### src/rtl/mdu_pkg.sv
package mdu_pkg;
  typedef enum logic [2:0] {
    OP_MULS = 3'd0,
    OP_MULU = 3'd1,
    OP_DIVS = 3'd2,
    OP_DIVU = 3'd3,
    OP_RDHI = 3'd4,
    OP_RDLO = 3'd5,
    OP_WRHI = 3'd6,
    OP_WRLO = 3'd7
  } mdu_op_e;
endpackage

### src/rtl/mdu_iter.sv
// One bit-step of the shared datapath: shift/add for multiply,
// restoring subtract for divide.
module mdu_iter #(
  parameter int W = 32
) (
  input  logic         active,
  input  logic         is_div,
  input  logic [W:0]   acc_hi,
  input  logic [W-1:0] acc_lo,
  input  logic [W-1:0] mag_b,
  output logic [W:0]   nxt_hi,
  output logic [W-1:0] nxt_lo
);
  // Multiply: add the multiplicand when the low bit is set, then shift right.
  function automatic logic [2*W:0] mul_step(input logic [W:0] h, input logic [W-1:0] l,
                                            input logic [W-1:0] m);
    logic [W:0] sum;
    sum = {1'b0, h[W-1:0]} + (l[0] ? {1'b0, m} : '0);
    return {1'b0, sum, l[W-1:1]};
  endfunction

  // Divide: shift one dividend bit into the remainder, subtract if it fits.
  function automatic logic [2*W:0] div_step(input logic [W:0] h, input logic [W-1:0] l,
                                            input logic [W-1:0] d);
    logic [W:0]   r;
    logic [W-1:0] q;
    r = {h[W-1:0], l[W-1]};
    q = {l[W-2:0], 1'b0};
    if (r >= {1'b0, d}) begin
      r    = r - {1'b0, d};
      q[0] = 1'b1;
    end
    return {r, q};
  endfunction

  logic [2*W:0] step;

  always_comb begin
    step   = is_div ? div_step(acc_hi, acc_lo, mag_b) : mul_step(acc_hi, acc_lo, mag_b);
    nxt_hi = step[2*W:W];
    nxt_lo = step[W-1:0];
  end

  // A partial remainder below a nonzero divisor stays below it.
  always_comb begin
    if (active && is_div && (mag_b != '0) && (acc_hi < {1'b0, mag_b}))
      assert_rem_below_divisor_R4: assert (nxt_hi < {1'b0, mag_b});
  end
endmodule

### src/rtl/mdu_seq.sv
// Step counter: busy from accepted start until the last step is written.
module mdu_seq #(
  parameter int W = 32
) (
  input  logic clk,
  input  logic rst_n,
  input  logic start,
  output logic busy,
  output logic last
);
  localparam int CW = $clog2(W);
  localparam logic [CW-1:0] LAST_CNT = CW'(W - 1);

  logic [CW-1:0] cnt;

  always_ff @(posedge clk or negedge rst_n) begin
    if (!rst_n) begin
      cnt  <= '0;
      busy <= 1'b0;
    end else if (start) begin
      cnt  <= '0;
      busy <= 1'b1;
    end else if (busy) begin
      cnt <= cnt + 1'b1;
      if (cnt == LAST_CNT) busy <= 1'b0;
    end
  end

  assign last = busy && (cnt == LAST_CNT);

  assert_count_starts_clear_R7: assert property (@(posedge clk) disable iff (!rst_n)
    $rose(busy) |-> (cnt == '0));
endmodule

### src/rtl/hilo_muldiv.sv
module hilo_muldiv #(
  parameter int W = 32
) (
  input  logic         clk,
  input  logic         rst_n,
  input  logic         cmd_valid,
  input  logic [2:0]   cmd_op,
  input  logic [W-1:0] cmd_a,
  input  logic [W-1:0] cmd_b,
  output logic         cmd_ready,
  output logic         busy,
  output logic         rd_valid,
  output logic [W-1:0] rd_data
);
  import mdu_pkg::*;

  localparam logic [W-1:0] ONE = {{(W-1){1'b0}}, 1'b1};

  function automatic logic [W-1:0] neg_w(input logic [W-1:0] v);
    return (~v) + ONE;
  endfunction

  function automatic logic [W-1:0] magnitude(input logic [W-1:0] v, input logic sgn);
    return (sgn && v[W-1]) ? neg_w(v) : v;
  endfunction

  function automatic logic [2*W-1:0] fix_product(input logic [2*W-1:0] p, input logic neg);
    return neg ? ((~p) + {{(2*W-1){1'b0}}, 1'b1}) : p;
  endfunction

  mdu_op_e op;
  logic    accept, is_arith, sgn, last, done;

  logic [W:0]   acc_hi, nxt_hi;
  logic [W-1:0] acc_lo, nxt_lo, mag_b;
  logic         is_div, neg_main, neg_rem, div_zero;
  logic [W-1:0] dvd_raw;
  logic [W-1:0] hi_q, lo_q, fin_hi, fin_lo;
  logic [2*W-1:0] prod;

  assign op        = mdu_op_e'(cmd_op);
  assign cmd_ready = !busy;
  assign accept    = cmd_valid && cmd_ready;
  assign is_arith  = !cmd_op[2];
  assign sgn       = (op == OP_MULS) || (op == OP_DIVS);
  assign done      = last;

  mdu_seq #(.W(W)) u_seq (
    .clk  (clk),
    .rst_n(rst_n),
    .start(accept && is_arith),
    .busy (busy),
    .last (last)
  );

  mdu_iter #(.W(W)) u_iter (
    .active(busy),
    .is_div(is_div),
    .acc_hi(acc_hi),
    .acc_lo(acc_lo),
    .mag_b (mag_b),
    .nxt_hi(nxt_hi),
    .nxt_lo(nxt_lo)
  );

  // Sign fix-up and divide-by-zero values applied after the last step.
  always_comb begin
    prod = fix_product({nxt_hi[W-1:0], nxt_lo}, neg_main);
    if (!is_div) begin
      fin_hi = prod[2*W-1:W];
      fin_lo = prod[W-1:0];
    end else if (div_zero) begin
      fin_hi = dvd_raw;
      fin_lo = '1;
    end else begin
      fin_hi = neg_rem  ? neg_w(nxt_hi[W-1:0]) : nxt_hi[W-1:0];
      fin_lo = neg_main ? neg_w(nxt_lo) : nxt_lo;
    end
  end

  always_ff @(posedge clk or negedge rst_n) begin
    if (!rst_n) begin
      acc_hi   <= '0;
      acc_lo   <= '0;
      mag_b    <= '0;
      is_div   <= 1'b0;
      neg_main <= 1'b0;
      neg_rem  <= 1'b0;
      div_zero <= 1'b0;
      dvd_raw  <= '0;
      hi_q     <= '0;
      lo_q     <= '0;
      rd_valid <= 1'b0;
      rd_data  <= '0;
    end else begin
      rd_valid <= 1'b0;
      if (accept) begin
        unique case (op)
          OP_MULS, OP_MULU: begin
            acc_hi <= '0;
            acc_lo <= magnitude(cmd_b, sgn);
            mag_b  <= magnitude(cmd_a, sgn);
            is_div <= 1'b0;
          end
          OP_DIVS, OP_DIVU: begin
            acc_hi <= '0;
            acc_lo <= magnitude(cmd_a, sgn);
            mag_b  <= magnitude(cmd_b, sgn);
            is_div <= 1'b1;
          end
          OP_RDHI: begin rd_data <= hi_q; rd_valid <= 1'b1; end
          OP_RDLO: begin rd_data <= lo_q; rd_valid <= 1'b1; end
          OP_WRHI: hi_q <= cmd_a;
          OP_WRLO: lo_q <= cmd_a;
          default: ;
        endcase
        if (is_arith) begin
          neg_main <= sgn && (cmd_a[W-1] ^ cmd_b[W-1]);
          neg_rem  <= sgn && cmd_a[W-1];
          div_zero <= cmd_op[1] && (cmd_b == '0);
          dvd_raw  <= cmd_a;
        end
      end else if (busy) begin
        acc_hi <= nxt_hi;
        acc_lo <= nxt_lo;
        if (done) begin
          hi_q <= fin_hi;
          lo_q <= fin_lo;
        end
      end
    end
  end

  assert_busy_from_accept_R7: assert property (@(posedge clk) disable iff (!rst_n)
    $rose(busy) |-> $past(cmd_valid && !cmd_op[2]));

  assert_hilo_hold_R8: assert property (@(posedge clk) disable iff (!rst_n)
    (busy && !done) |=> ($stable(hi_q) && $stable(lo_q)));

  assert_read_after_request_R9: assert property (@(posedge clk) disable iff (!rst_n)
    rd_valid |-> $past(cmd_valid && cmd_ready && (cmd_op[2:1] == 2'b10)));

  assert_no_read_while_busy_R8: assert property (@(posedge clk) disable iff (!rst_n)
    rd_valid |-> !busy);
endmodule

### config.mk
export PLATFORM = sky130hd
export DESIGN_NAME = hilo_muldiv
export DESIGN_NICKNAME = d
export VERILOG_FILES = /design/src/rtl/mdu_pkg.sv /design/src/rtl/mdu_iter.sv /design/src/rtl/mdu_seq.sv /design/src/rtl/hilo_muldiv.sv
export SDC_FILE = /design/constraint.sdc
export NUM_CORES = 1
export LEC_CHECK = 0
export CAP_MARGIN = 10
export CORE_UTILIZATION = 60
export DETAILED_ROUTE_END_ITERATION = 10
export MAX_ROUTING_LAYER = met4
export PLACE_DENSITY = 0.88
export SYNTH_ARGS = -nofsm -noshare
export SYNTH_HDL_FRONTEND = slang
export SYNTH_SLANG_ARGS = --single-unit
export TNS_END_PERCENT = 50
### constraint.sdc
create_clock -name clk -period 9.9 [get_ports clk]
set_clock_uncertainty 0.15 [all_clocks]
set_input_delay 0.99 -clock clk [delete_from_list [all_inputs] [get_ports clk]]
set_output_delay 0.99 -clock clk [all_outputs]
set_load 0.03 [all_outputs]
==> flow_metrics.py <==
metrics = {
    "grt": {
        "grt_usage_pct": 45.6,
        "grt_overflow": 0,
        "antenna_found_initial": 0,
        "grt_max_degree": 107,
        "grt_first_pass_wirelength_um": 115000,
        "grt_pass1_vias": 20123,
    },
    "outcome": {
        "outcome": "complete, no violations",
    },
    "critical_path": {
        "cp.required_ps": 10170,
        "rr_startpoint": "acc_hi[5]",
        "critPathLaunch": "acc_hi[5]",
        "critPathCaptureType": "flop",
        "arrival_ps": 6420,
        "critPathLaunchType": "flop",
        "critical_path_class": "flop to flop",
        "cp_max_fo": 16,
    },
    "detailed_routing": {
        "routed-via-count": 21930,
        "first_pass_iters": 7,
        "drc": 0,
        "drt-wirelength-per-cell_um": 24.9,
        "routed_wl_um": 75700,
        "drt_iter0_drc": 3662,
        "drtAntennaViolNets": 0,
        "via_per_inst": 7.20,
    },
    "logic_synthesis": {
        "seq_area_frac_synth_pct": 29.6,
        "netlist_instances": 2610,
        "synth-edff-count": 0,
        "synth.net_count": 2752,
        "synth_seq_cells": 235,
        "yosysWarnings": 0,
        "ys_async_sr_fraction_pct": 100,
        "syn_area_um2": 19900,
        "ys.flop_type": "dfrtp_1",
        "synth_cell_types": 100,
        "avgSynthCellArea_um2": 7.61,
    },
    "timing": {
        "maxSlewHeadroom_pct": 23.3,
        "finalSetupViolCount": 0,
        "period_minus_slack_ps": 6150,
        "max_slew.worst_pin.slew_ps": 1120,
        "rsz0062_at_grt": "false",
        "period_share_pct": 62.1,
        "fmax_mhz": 163,
        "maxSlewViolCount": 0,
        "fin_setup_tns_ps": 0,
        "hold_violations": 0,
    },
    "finish": {
        "drive_above_1_share_pct": 5.27,
        "syn_to_final_growth_pct": 9.99,
        "antenna_cells": 0,
        "fill_cells": 2696,
        "final_nets": 2724,
    },
    "cts": {
        "htreeDepth": 1,
        "ctsResizeCount": 0,
        "hold_buffers": 0,
        "cts_buffer_depth": 3,
        "cts.sinks": 235,
        "clkLatencyLatePin_ps": 560,
        "clk_pin_slew_ps": 60,
        "cts_made_buffers": 26,
        "cts_setup_buffers": 0,
        "cts_root_buf": "clkbuf_16",
        "cts_tree": "yes",
    },
    "placed_design": {
        "gp_congestion": 1.13,
        "hpwl_um": 54800,
        "numPortBuffers": 104,
    },
    "floorplan": {
        "initial_core_util_pct": 61.0,
        "die_area_um2": 33800,
        "die_h_um": 184,
        "fp-row-count": 66,
        "core_um2": 32500,
        "die_x_um": 184,
        "io_pins": 105,
    },
    "worst_hold_path": {
        "hold_class": "flop to flop",
        "hp-start": "dvd_raw[3]",
    },
    "flow_run": {
        "maxCapViolCount": 0,
    },
}
[layout by cell type (no fill, tap or decap), drive strengths merged, types with 45 or more instances in the layout]
| cell type | synthesis | routed |
|---|---|---|
| nand2 | 393 | 393 |
| o21ai | 264 | 264 |
| dfrtp | 235 | 235 |
| a21oi | 199 | 199 |
| nor2 | 196 | 196 |
| clkdlybuf4s50 | 0 | 102 |
| xnor2 | 99 | 99 |
| o22ai | 82 | 82 |
| xor2 | 77 | 77 |
| inv | 74 | 74 |
| ha | 70 | 70 |
| nor3 | 60 | 60 |
| nand3 | 58 | 58 |
| and2 | 45 | 45 |
[layout make-up]
type	count	area, um^2	area share, %
clock buffer	36	749	3.43
clock inverter	12	135	0.619
inverter	75	282	1.29
multi-input combinational	2108	13000	59.3
sequential	235	5890	27.0
tap	442	553	2.53
timing repair buffer	136	1280	5.87
[sequential cells by signal, indices dropped and copies added (netlist names)]
signal      flops
acc_hi         32
acc_lo         32
div_zero        1
dvd_raw        32
hi_q           32
is_div          1
lo_q           32
mag_b          32
neg_main        1
neg_rem         1
rd_data        32
rd_valid        1
u_seq.busy      1
u_seq.cnt       5
[metal layers]
metal / wire [um] / vias up / track usage (%)
li1: - / 9423 / -
met1: 27200 / 10153 / 58.1
met2: 31600 / 1864 / 64.8
met3: 10400 / 490 / 9.96
met4: 6520 / 0 / 30.2
met5: 0 / - / -
[critical path, cell delays in order, from the launching register on]
cell and delay (ps):
dfrtp_1 430, ha_1 430, a21oi_1 340, o21ai_0 170, a32oi_1 450, a31oi_4 330, nor2_2 300, a21boi_1 150
inv_1 180, ha_1 220, nand2_1 140, nor3_1 240, nand4b_1 230, or2_2 420, or3_1 570, nor3_1 580
and3b_1 230, o21ai_0 90, a221o_1 360
[final timing paths]
kind / slack (ps) / to / cells past startpoint
max: 3750 / hi_q[26] / 18
min: 330 / dvd_raw[3] / 2
max reg2reg: 3750 / hi_q[26] / 18
min reg2reg: 330 / dvd_raw[3] / 2
max in group asynchronous: 6820 / is_div / 3
min in group asynchronous: 360 / rd_data[26] / 1
[cell families after synthesis]
family / share of synthesized area [%]
xor+xnor: 7.76
simple gates: 22.3
flops: 29.6
buf+inv: 5.39
fa+ha+maj: 4.61
compound gates: 27.9
mux: 2.39
[Yosys cell counts, drive strengths merged (53+ instances only)]
master / instances / share of area (%)
nand2: 393 / 7.4
o21ai: 264 / 6.7
dfrtp: 235 / 30
a21oi: 199 / 5.0
nor2: 196 / 3.7
clkbuf: 139 / 2.6
xnor2: 99 / 4.4
o22ai: 82 / 2.6
xor2: 77 / 3.4
inv: 74 / 1.4
ha: 70 / 4.4
nor3: 60 / 1.5
nand3: 58 / 1.6
buf: 53 / 1.3
[through the flow]
stage | utilization, % | setup WS, ps | hold WS, ps | cells | instance area [um^2]
2_1_floorplan | - | 4880 | 289 | 2610 | 19900
3_3_place_gp | 64.4 | 4190 | 303 | 2996 | 21000
3_5_place_dp | 64.4 | 3970 | 310 | 2996 | 21000
4_1_cts | 67.1 | 3940 | 326 | 3044 | 21800
5_1_grt | 67.1 | 3500 | 348 | 3044 | 21800
6_report | 67.1 | 3750 | 328 | 3044 | 21800
Power is not shown: default switching activity piles up to over one toggle a cycle in this logic, so the estimate is an artifact.
